[config.mk]
export PLATFORM = sky130hd
export DESIGN_NAME = i2c_auto_master
export DESIGN_NICKNAME = d
export VERILOG_FILES = /design/src/rtl/i2c_auto_master.sv
export SDC_FILE = /design/constraint.sdc
export NUM_CORES = 1
export LEC_CHECK = 0
export BUFFER_PORTS_ARGS = -buffer_cell sky130_fd_sc_hd__buf_2
export CORE_ASPECT_RATIO = 2
export CORE_MARGIN = 10
export CORE_UTILIZATION = 56
export DETAILED_ROUTE_END_ITERATION = 10
export PLACE_DENSITY = 0.71
export SLEW_MARGIN = 20
export SYNTH_ARGS = -nofsm -noshare
export SYNTH_HDL_FRONTEND = slang
export SYNTH_SLANG_ARGS = --single-unit
[constraint.sdc]
create_clock -name clk -period 3.52 [get_ports clk]
set_clock_uncertainty 0.2 [all_clocks]
set_input_delay 0.704 -clock clk [delete_from_list [all_inputs] [get_ports clk]]
set_output_delay 0.704 -clock clk [all_outputs]
set_load 0.005 [all_outputs]
[src/rtl/i2c_auto_master.sv]
module i2c_auto_master #(
  parameter int DEPTH    = 8,
  parameter int LEN_W    = 16,
  parameter int TOUT_CYC = 1024
) (
  input  logic        clk,
  input  logic        rst_n,
  input  logic        reg_wr,
  input  logic        reg_rd,
  input  logic [2:0]  reg_addr,
  input  logic [31:0] reg_wdata,
  output logic [31:0] reg_rdata,
  output logic        irq,
  output logic        bit_cmd_valid,
  output logic [1:0]  bit_cmd,
  output logic [7:0]  bit_tx_byte,
  output logic        bit_tx_nack,
  input  logic        bit_done,
  input  logic [7:0]  bit_rx_byte,
  input  logic        bit_ack_n,
  input  logic        bit_arb_lost
);
  localparam int PW = (DEPTH > 1) ? $clog2(DEPTH) : 1;
  localparam int CW = $clog2(DEPTH + 1);
  localparam int TW = $clog2(TOUT_CYC + 1);
  localparam logic [1:0] C_START = 2'd0, C_STOP = 2'd1, C_WR = 2'd2, C_RD = 2'd3;
  localparam logic [2:0] A_CTRL = 3'd0, A_XFER = 3'd1, A_TADR = 3'd2, A_STAT = 3'd3,
                         A_INT = 3'd4, A_FIFO = 3'd5, A_TXD = 3'd6, A_RXD = 3'd7;
  localparam logic [31:0] CTRL_MASK = 32'h8000_00C9;

  typedef enum logic [2:0] {S_IDLE, S_START, S_ADDR, S_WR, S_RD, S_STOP} st_t;
  st_t st;

  logic [31:0] ctrl_q, xfer_q, tadr_q;
  logic [4:0]  xst_q;
  logic [4:1]  err_q;
  logic        int_q, dir_q, stop_q;
  logic [7:0]  abyte_q;
  logic [LEN_W-1:0] rem_q;
  logic [TW-1:0] tout_q;

  logic [7:0] txm [DEPTH];
  logic [7:0] rxm [DEPTH];
  logic [PW-1:0] tx_wp, tx_rp, rx_wp, rx_rp;
  logic [CW-1:0] tx_cnt, rx_cnt;

  wire sw_rst   = ctrl_q[31];
  wire busy     = (st != S_IDLE);
  wire tx_empty = (tx_cnt == '0);
  wire tx_full  = (tx_cnt == CW'(DEPTH));
  wire rx_empty = (rx_cnt == '0);
  wire rx_full  = (rx_cnt == CW'(DEPTH));

  wire go = reg_wr && reg_addr == A_XFER && reg_wdata[31] && !busy && !sw_rst &&
            reg_wdata[LEN_W-1:0] != '0 && ctrl_q[0] && ctrl_q[3] &&
            (reg_wdata[16] ? ctrl_q[6] : ctrl_q[7]);

  wire tx_push = reg_wr && reg_addr == A_TXD && !tx_full && !sw_rst;
  wire rx_pop  = reg_rd && reg_addr == A_RXD && !rx_empty && !sw_rst;
  wire acc     = bit_cmd_valid && bit_done;
  wire tx_pop  = acc && st == S_WR;
  wire rx_push = acc && st == S_RD && !bit_arb_lost;
  wire stuck   = bit_cmd_valid && !bit_done && tout_q == TW'(TOUT_CYC - 1);

  always_comb begin
    bit_cmd_valid = 1'b0;
    bit_cmd       = C_START;
    unique case (st)
      S_START: bit_cmd_valid = 1'b1;
      S_ADDR:  begin bit_cmd_valid = 1'b1;      bit_cmd = C_WR; end
      S_WR:    begin bit_cmd_valid = !tx_empty; bit_cmd = C_WR; end
      S_RD:    begin bit_cmd_valid = !rx_full;  bit_cmd = C_RD; end
      S_STOP:  begin bit_cmd_valid = 1'b1;      bit_cmd = C_STOP; end
      default: ;
    endcase
  end

  assign bit_tx_byte = (st == S_ADDR) ? abyte_q : txm[tx_rp];
  assign bit_tx_nack = (st == S_RD) && rem_q == LEN_W'(1);
  assign irq = int_q;

  always_ff @(posedge clk or negedge rst_n) begin
    if (!rst_n) begin
      ctrl_q <= '0; xfer_q <= '0; tadr_q <= '0;
    end else begin
      if (reg_wr && reg_addr == A_CTRL) ctrl_q <= reg_wdata & CTRL_MASK;
      if (reg_wr && reg_addr == A_XFER) xfer_q <= {1'b0, reg_wdata[30:0]};
      if (reg_wr && reg_addr == A_TADR) tadr_q <= reg_wdata;
    end
  end

  always_ff @(posedge clk or negedge rst_n) begin
    if (!rst_n) begin
      st <= S_IDLE; xst_q <= '0; err_q <= '0; int_q <= 1'b0;
      dir_q <= 1'b0; stop_q <= 1'b0; abyte_q <= '0; rem_q <= '0; tout_q <= '0;
    end else if (sw_rst) begin
      st <= S_IDLE; xst_q <= '0; err_q <= '0; int_q <= 1'b0; rem_q <= '0; tout_q <= '0;
    end else begin
      if (reg_wr && reg_addr == A_INT && reg_wdata[9]) int_q <= 1'b0;
      if (go) begin
        st      <= S_START;
        rem_q   <= reg_wdata[LEN_W-1:0];
        dir_q   <= reg_wdata[16];
        stop_q  <= reg_wdata[17];
        abyte_q <= {tadr_q[16:10], reg_wdata[16]};
        xst_q   <= '0;
        err_q   <= '0;
        tout_q  <= '0;
      end else if (busy) begin
        tout_q <= (bit_cmd_valid && !bit_done) ? tout_q + TW'(1) : '0;
        if (stuck) begin
          st <= S_IDLE; xst_q <= {1'b1, err_q[3:1], 1'b0}; int_q <= 1'b1;
        end else if (acc) begin
          if (bit_arb_lost && st != S_STOP) begin
            st <= S_IDLE; xst_q <= 5'b00010; int_q <= 1'b1;
          end else begin
            unique case (st)
              S_START: st <= S_ADDR;
              S_ADDR: begin
                if (bit_ack_n) begin err_q[3] <= 1'b1; st <= S_STOP; end
                else st <= dir_q ? S_RD : S_WR;
              end
              S_WR, S_RD: begin
                if (st == S_WR && bit_ack_n) begin
                  err_q[2] <= 1'b1; st <= S_STOP;
                end else begin
                  rem_q <= rem_q - LEN_W'(1);
                  if (rem_q == LEN_W'(1)) begin
                    if (stop_q) st <= S_STOP;
                    else begin st <= S_IDLE; xst_q <= 5'b00001; int_q <= 1'b1; end
                  end
                end
              end
              S_STOP: begin
                st <= S_IDLE; int_q <= 1'b1;
                xst_q <= {err_q, err_q == '0};
              end
              default: st <= S_IDLE;
            endcase
          end
        end
      end
    end
  end

  always_ff @(posedge clk) begin
    if (tx_push) txm[tx_wp] <= reg_wdata[7:0];
    if (rx_push) rxm[rx_wp] <= bit_rx_byte;
  end

  function automatic logic [PW-1:0] nxt(input logic [PW-1:0] p);
    return (p == PW'(DEPTH - 1)) ? '0 : p + PW'(1);
  endfunction

  always_ff @(posedge clk or negedge rst_n) begin
    if (!rst_n) begin
      tx_wp <= '0; tx_rp <= '0; tx_cnt <= '0;
      rx_wp <= '0; rx_rp <= '0; rx_cnt <= '0;
    end else if (sw_rst) begin
      tx_wp <= '0; tx_rp <= '0; tx_cnt <= '0;
      rx_wp <= '0; rx_rp <= '0; rx_cnt <= '0;
    end else begin
      if (tx_push) tx_wp <= nxt(tx_wp);
      if (tx_pop)  tx_rp <= nxt(tx_rp);
      if (rx_push) rx_wp <= nxt(rx_wp);
      if (rx_pop)  rx_rp <= nxt(rx_rp);
      tx_cnt <= tx_cnt + CW'(tx_push) - CW'(tx_pop);
      rx_cnt <= rx_cnt + CW'(rx_push) - CW'(rx_pop);
    end
  end

  always_comb begin
    reg_rdata = '0;
    unique case (reg_addr)
      A_CTRL: reg_rdata = ctrl_q;
      A_XFER: reg_rdata = xfer_q;
      A_TADR: reg_rdata = tadr_q;
      A_STAT: begin reg_rdata[17] = busy; reg_rdata[4:0] = xst_q; end
      A_INT:  reg_rdata[9] = int_q;
      A_FIFO: begin
        reg_rdata[24]    = rx_empty;
        reg_rdata[23]    = rx_full;
        reg_rdata[22:16] = 7'(rx_cnt);
        reg_rdata[8]     = tx_empty;
        reg_rdata[7]     = tx_full;
        reg_rdata[6:0]   = 7'(tx_cnt);
      end
      A_RXD:  reg_rdata = rx_empty ? '0 : {24'b0, rxm[rx_rp]};
      default: reg_rdata = '0;
    endcase
  end

  a_r2_start_first: assert property (@(posedge clk) disable iff (!rst_n)
    $rose(busy) |-> bit_cmd_valid && bit_cmd == C_START);
  a_r3_no_write_from_empty: assert property (@(posedge clk) disable iff (!rst_n)
    (st == S_WR && bit_cmd_valid) |-> !tx_empty);
  a_r4_no_read_into_full: assert property (@(posedge clk) disable iff (!rst_n)
    rx_push |-> !rx_full || rx_pop);
  a_r6_int_on_finish: assert property (@(posedge clk) disable iff (!rst_n)
    ($fell(busy) && !$past(sw_rst)) |-> int_q);
  a_r7_ok_excludes_error: assert property (@(posedge clk) disable iff (!rst_n)
    xst_q[0] |-> xst_q[4:1] == '0);
  a_r10_cmd_only_when_busy: assert property (@(posedge clk) disable iff (!rst_n)
    bit_cmd_valid |-> busy);
  a_r12_fifo_bounds: assert property (@(posedge clk) disable iff (!rst_n)
    tx_cnt <= CW'(DEPTH) && rx_cnt <= CW'(DEPTH));
  a_r13_reset_idles: assert property (@(posedge clk) disable iff (!rst_n)
    $past(sw_rst) |-> !busy && tx_empty && rx_empty);
endmodule

Word-level counts from Yosys, hierarchy flattened

Memories as Yosys holds them, arrays and structs flattened.
Index checks and enable logic that the tools add are counted.

Multiplexer cells: 87
Bitwise operators: 1
Reductions and logical operators: 63
Add/subtract/negate cells: 10
Equality and inequality tests: 28

Operators by type and width:

| kind                                                                  | count |
|---|---|
| 16-bit 2-to-1 mux                                                     | 8 |
| 3-bit 2-to-1 mux                                                      | 23 |
| 7-bit case mux with 4 select lines                                    | 2 |
| 5-bit 2-to-1 mux                                                      | 9 |
| 11-bit 2-to-1 mux                                                     | 4 |
| 3-bit == test (second input constant)                                 | 10 |
| 5-bit case mux with 6 select lines                                    | 1 |
| 1-bit logical AND                                                     | 27 |
| 6-bit AND reduction                                                   | 4 |
| 3-bit nonzero test                                                    | 7 |
| 1-bit 2-to-1 mux                                                      | 20 |
| 4-bit case mux with 5 select lines                                    | 1 |
| 6-bit != test (second input constant)                                 | 3 |
| 6-bit case mux with 3 select lines                                    | 1 |
| 16-bit by 1-bit == test with 1-bit output (second input constant)     | 1 |
| 8-bit 2-to-1 mux                                                      | 2 |
| 16-bit nonzero test                                                   | 1 |
| 16-bit by 1-bit subtractor with 16-bit output (second input constant) | 1 |
| 3-bit by 1-bit adder with 3-bit output (second input constant)        | 4 |
| 3-bit by 2-bit == test with 1-bit output (second input constant)      | 4 |
| 4-bit logical NOT                                                     | 3 |
| 4-bit 2-to-1 mux                                                      | 3 |
| 3-bit != test (second input constant)                                 | 4 |
| 11-bit by 1-bit adder with 11-bit output (second input constant)      | 1 |
| other kinds (24)                                                      | 45 |

Memories: 2
Logic and storage cells: 211
Memory bits (writable): 128
Register bits after elaboration: 138
Bits of input ports: 50
Output and inout port bits: 45

Memories:

| memory | words | bits a word | rd ports | clocked after memory_dff | write ports | line | text |
|---|---|---|---|---|---|---|---|
| rxm    | 8     | 8           | 1        | 0                        | 1           | 43   | `logic [7:0] rxm [DEPTH];` |
| txm    | 8     | 8           | 1        | 0                        | 1           | 42   | `logic [7:0] txm [DEPTH];` |

Logic depth before layout (Yosys ltp)

Gate-level depths: netlist (run 1).

Word-level depth: 14
Gate-level depth with buffers: 13
Mapped depth without buffers: 12

Worst setup path after synthesis (run 1)

OpenSTA, ideal clock, no wires.

Kind: input to register
Start point: input reg_addr[0]
End point: memory txm[2][0], enable pin
Required time: 2922 ps
Path buffers: 1
Arrival time: 2697 ps
Cell stages on the path: 6
Slack: 226 ps
Setup time: 398 ps
Cells stage by stage: buf_4 inv_2 nand2_1 nor3_1 nand2_1 nor4b_1

Cells in the longest elaborated chain, start to end: 6

RTL lines:

| item                                   | line | text |
|---|---|---|
| start, declared                        | 10   | `input logic [2:0] reg_addr,` |
| 3-bit == test                          | 58   | `wire tx_push = reg_wr && reg_addr == A_TXD && !tx_full && !sw_rst;` |
| 1-bit logical AND (3 in series)        | 58   |  |
| 1-bit 2-to-1 mux                       | 147  | `if (tx_push) txm[tx_wp] <= reg_wdata[7:0];` |
| 1-bit 2-to-1 mux (not written as such) | 147  |  |
| end, declared                          | 42   |  |

No other way between the ends.

Final worst setup path (run 1)

Start point: register tx_cnt[3]
End point: output reg_rdata[8]

Cells in the longest elaborated chain, start to end: 2

RTL lines:

| item                               | line | text |
|---|---|---|
| start, declared                    | 45   | `logic [CW-1:0] tx_cnt, rx_cnt;` |
| start signal, assigned             | 167  | `tx_cnt <= tx_cnt + CW'(tx_push) - CW'(tx_pop);` |
| 4-bit logical NOT                  | 49   | `wire tx_empty = (tx_cnt == '0);` |
| 4-bit case mux with 5 select lines | 174  | `unique case (reg_addr)` |
| end, declared                      | 12   | `output logic [31:0] reg_rdata,` |

No other way between the ends.

==> results.yml, run 1 <==
synth:
  ys_warn_count: 0
  synth.most_common_cell: "dfrtp_1"
  avgSynthCellArea_um2: 13.5
  syn_inst: 903
  ys.flop_type: "dfrtp_1"
  synth_top_cell_by_area: "edfxtp_1"
  synth_top_area_share_pct: 31.5
  ys_async_sr_fraction_pct: 51.3
  synth_seq_cells: 263
  syn-cell-area_um2: 12200
  synth_edf_count: 128
  synth_common_cells: "135 x dfrtp_1, 128 x edfxtp_1, 76 x mux2_2, 74 x nand2_1, 47 x nor2_1"
  synth-seq-area-share_pct: 59.2
  ys_top_cells_by_area: "edfxtp_1 32%, dfrtp_1 28%, mux2_2 7.0%"
  synth.distinct_cells: 75
  synth_nets: 978
timing:
  period_needed_ps: 3310
  fmax_mhz: 302
  rsz0062_at_grt: "false"
  worst_pin_slew_ps: 703
  slew_violations: 0
  fin_crit_sh_pct: 94.0
  hold_viol_final: 0
  fin_setup_tns_ps: 0
  layout_setup_ws_ps: 210
  max_slew_margin_pct: 52.5
  setup_viol: 0
final_layout:
  fillerInstances: 1678
  multi_input_area_um2: 4700
  drive_gt1_share_pct: 29.5
  area_growth_pct: 14.2
  final_nets: 1101
  seq_area_um2: 7220
clock_tree:
  cts_root_buf: "clkbuf_16"
  max-clock-path-buffers: 3
  tritoncts: "built"
  cts.sinks: 263
  cts_buffers: 23
  clkTransAtPathRegs_ps: 70
  clk_latency_ps: 530
  htreeDepth: 1
floorplan:
  core_area_um2: 21500
  die_w_um: 124
  dieHeight_um: 229
  dieArea_um2: 28400
  start_util_pct: 56.7
  rows: 76
  ios: 95
power:
  pwr-share-comb_pct: 9.3
  p_seq_share_pct: 53.6
  p_clk_share_pct: 37.1
  p_int_mw: 5.05
  leakage_nw: 5.52
  switching_power_mw: 1.54
  peakVddDrop_mv: 0.450
  cellPowerDensity_nw_per_um2: 473
  switching_share_pct: 23.4
critical_path:
  crit_family: "compound AO/OA/AOI/OAI gates"
  end_kind: "output port"
  slowest_stage: "or3b_2"
  cpPeakStageDelay_ps: 490
  r2r_setup_slack_ps: 420
  cp.required_ps: 2620
  worst_r2r_endpoint: "rx_cnt[1]"
  r2r-start: "tx_cnt[3]"
  reg2reg_depth: 10
  cp.arrival_ps: 2410
  startpoint_type: "register"
  critPathMaxFanout: 3
  cp_num_cells: 6
  worstSetupPathType: "reg -> out"
  crit_chain: "inv_1 > ha_1 > or3b_2 > o21a_1 > o21ai_0 > buf_2"
  path_buf_inv: 2
grt:
  antenna_found_initial: 1
  grt_max_degree: 58
  track_usage_pct: 22.0
  grt.overflow.total: 0
  grt_pass1_wl_um: 49700
  first_global_vias: 8838
hold_path:
  hold_path_end: "tadr_q[23]"
  hold_start: "reg_wdata[23]"
  hold_path.class: "in -> reg"
  hold-path-cell-count: 2
placement:
  pre_cts_ws_ps: 304
  gp_congestion: 0.959
  place_hpwl_um: 23300
  port_buffers: 94
routing:
  dr.pass1.iters: 5
  wire_per_inst_um: 24.0
  drc_errors: 0
  detail-route-antenna-nets: 0
  routed_via_density: 6.23
  totalWireLength_um: 31500
  drt_iter0_drc: 688
  num_vias: 8195
flow_run:
  cap_violations: 0
outcome:
  status: "complete, no violations"
sequential cells by signal, summed over array words and instances, names as in the netlist, 4 cells and up:
register and cells:
abyte_q 8, tout_q 11, rxm 64, tx_cnt 4
txm 64, rem_q 16, tadr_q 32, xst_q 5
ctrl_q 5, xfer_q 31, rx_cnt 4
placed cells by master, fill, tap and decap left out, drive strengths merged, types with 7 or more instances in the layout:
master and n:
xnor2 16, a22o 17, clkbuf 38, a22oi 8, nand2 75, dfrtp 135
nor4 24, nor4b 7, mux2i 33, nand3 14, nor3 19, mux4 32
buf 143, inv 19, o21ai 41, edfxtp 128, a31oi 7, or3 8
nand2b 7, mux2 80, nor2 47, a21oi 24, nand4 9, ha 23
worst register-to-register path, cell delays in order, from the launching register on:
cell and delay (ps):
dfrtp_1 430, inv_1 90, ha_1 170, or3b_2 490, o211a_1 310, nand3_2 250
ha_1 280, inv_1 50, ha_1 170, fa_1 410, nor2b_1 130
worst max-delay path by stage:
stage	slack [ps]	start	end
finish	210	tx_cnt[3]	reg_rdata[8]
global route	100	rx_rp[0]	reg_rdata[7]
CTS	70	rx_cnt[0]	reg_rdata[1]
detailed placement	300	reg_addr[2]	tx_cnt[2]
global placement	400	reg_wdata[16]	rem_q[3]
floorplan	230	reg_addr[0]	txm[2][0]
layout make-up:
type	count	share of cell area, %
antenna	1	0.0180
clock buffer	38	5.04
clock inverter	3	0.108
inverter	21	0.566
multi-input combinational	573	33.8
sequential	263	51.8
tap	273	2.45
timing repair buffer	144	6.22
stage by stage:
stage	total power, mW	utilization [%]	instance area (um^2)	hold WS, ps	cells
floorplan	3.91	-	12200	208	903
global placement	4.18	61.4	13200	267	1273
detailed placement	4.20	61.4	13200	294	1273
CTS	6.62	64.8	13900	214	1315
global route	6.83	64.8	13900	224	1316
finish	6.59	64.8	13900	232	1316
cells by family after synthesis:
kind of cell,count (synthesis),synth area share (%)
fa+ha+maj,25,2.69
compound gates,138,7.46
buf+inv,67,2.42
flops,263,59.2
xor+xnor,18,1.29
simple gates,247,10.8
mux,145,16.1
what timing repair did:
action / 4_1_cts / 5_1_grt
setup buffers: 0 / 0
hold endpoints to repair: 55 / 0
hold buffers: 1 / 0
endpoints found under the setup margin: 0 / 2
gates resized for setup: 0 / 2
power by group through the flow:
| stage | Sequential [mW] | Clock (mW) | Combinational, mW |
|---|---|---|---|
| finish | 3.53 | 2.45 | 0.612 |
| global route | 3.55 | 2.61 | 0.669 |
| CTS | 3.53 | 2.48 | 0.615 |
| detailed placement | 3.59 | 0 | 0.611 |
| global placement | 3.58 | 0 | 0.595 |
| floorplan | 3.55 | 0 | 0.362 |
layer usage:
layer  global-route usage, %  vias to the layer above  wire [um]
li1                        -                     3664          -
met1                    21.2                     4163      10500
met2                    42.3                      261      17900
met3                    3.00                      107       1250
met4                    13.6                        0       1920
met5                       0                        -          0
No activity file was read; power rests on OpenSTA's default activity.
==> run 2, diff against run 1 <==
- CTS_CLUSTER_DIAMETER: default -> 120
- clock period: 3.52 -> 3.78 ns (I/O delays scaled with it)
==> results.yml, run 2 (synthesized netlist as in run 1, its figures left out) <==
timing:
  fin_setup_tns_ps: 0
  fmax_mhz: 289
  max_slew_margin_pct: 36.9
  hold_viol_final: 0
  slew_violations: 0
  rsz0062_at_grt: "false"
  setup_viol: 0
  fin_crit_sh_pct: 91.6
  period_needed_ps: 3460
  worst_pin_slew_ps: 943
final_layout:
  area_growth_pct: 14.4
  final_cell_count_no_fill: 1311
  mostFrequentLayoutCells: "135 x dfrtp_1, 128 x edfxtp_1, 93 x buf_2, 76 x mux2_2, 74 x nand2_1"
  drive_gt1_share_pct: 29.6
  final_common_cell: "dfrtp_1"
  top_regs: "rxm (64), txm (64), tadr_q (32)"
  final_nets: 1095
outcome:
  status: "complete, no violations"
floorplan:
  dieHeight_um: 229
  rows: 76
  ios: 95
  dieArea_um2: 28400
  die_w_um: 124
  start_util_pct: 56.7
  core_area_um2: 21500
grt:
  grt_pass1_wl_um: 48700
  grt.overflow.total: 0
  antenna_found_initial: 0
  grt_max_degree: 80
  track_usage_pct: 21.5
  first_global_vias: 8553
power:
  cellPowerDensity_nw_per_um2: 451
  peakVddDrop_mv: 0.444
  leakage_nw: 5.50
routing:
  detail-route-antenna-nets: 0
  drt_iter0_drc: 544
  totalWireLength_um: 30900
  dr.pass1.iters: 5
  num_vias: 7996
  drc_errors: 0
  routed_via_density: 6.10
  wire_per_inst_um: 23.6
flow_run:
  cap_violations: 0
critical_path:
  slowest_stage: "o21ai_1"
  critPathMaxFanout: 8
  cpPeakStageDelay_ps: 690
  startpoint_type: "register"
  cp.arrival_ps: 2510
  end_kind: "output port"
  crit_chain: "or2_2 > o21ai_1 > o221ai_1 > buf_2"
  cp.required_ps: 2820
  worstSetupPathType: "reg -> out"
clock_tree:
  postCtsHoldBufs: 0
  clk_latency_ps: 540
  postCtsSetupBuffers: 0
  htreeDepth: 1
  cts_buffers: 23
  cts_root_buf: "clkbuf_16"
  cts.sinks: 263
  max-clock-path-buffers: 3
  cts_resized: 0
  clkTransAtPathRegs_ps: 70
  tritoncts: "built"
placement:
  gp_congestion: 0.942
  port_buffers: 94
  place_hpwl_um: 23000
  placed_cells: 1268
hold_path:
  hold_path.class: "in -> async"
-- run 2: cell types whose count changed in the layout (fill, tap and decap cells not counted), moves of 2 or more --
cell,change
buf_4,-5
bufinv_16,+3
clkbuf_1,-6
clkbuf_8,-6
clkinv_2,-3
clkinv_4,+3
clkinvlp_2,+3
clkinvlp_4,+3
inv_6,+2
-- run 2: path summary, 6_finish.rpt --
path                          startpoint           end  slack, ps  cells after the start
setup / recovery               rx_cnt[1]  reg_rdata[7]        320                      4
hold / removal                     rst_n      rx_wp[1]         30                      1
setup reg to reg               rx_cnt[2]     rx_cnt[1]        580                     10
hold reg to reg               xfer_q[22]    xfer_q[22]        310                      1
max in group asynchronous          rst_n     tout_q[4]       2610                      2
min in group clk           reg_wdata[26]    xfer_q[26]        260                      2
-- run 2: worst max-delay path, delay by kind of cell (launching register included) --
| family | cells | cell delay (ps) |
|---|---|---|
| compound gates | 2 | 960 |
| flops | 1 | 460 |
| simple gates | 1 | 350 |
| buf+inv | 1 | 190 |
-- run 2: layout make-up --
class / count / area [um^2]
diodes: 1 / 2.50
clock buffers: 26 / 597
clock inverters: 16 / 186
fillers: 1646 / 7540
inverters: 21 / 78.8
multi-input cells: 573 / 4700
flip-flops and latches: 263 / 7220
well taps: 273 / 342
repair buffers: 138 / 820
-- run 2: stage by stage --
| stage | power, mW | hold WS, ps | setup WS [ps] | utilization [%] | instance area [um^2] |
|---|---|---|---|---|---|
| floorplan | 3.64 | 250 | 434 | - | 12200 |
| global placement | 3.89 | 287 | 527 | 61.2 | 13200 |
| detailed placement | 3.91 | 294 | 492 | 61.2 | 13200 |
| CTS | 6.34 | 79.0 | 298 | 64.9 | 13900 |
| global route | 6.51 | 118 | 254 | 64.9 | 13900 |
| finish | 6.30 | 28.3 | 318 | 64.9 | 13900 |
-- run 2: routing by layer --
metal  up-vias  part of all wire, %  track usage, %
met2       211                   58            41.7
met5         -                    0               0
met1      4044                   34            21.6
met3        77                  3.5            2.39
li1       3664                    -               -
met4         0                  4.5            10.8
-- run 2: power by group --
group	internal [mW]	switching, mW
combinational	0.256	0.295
sequential	3.18	0.122
clock	1.36	1.08
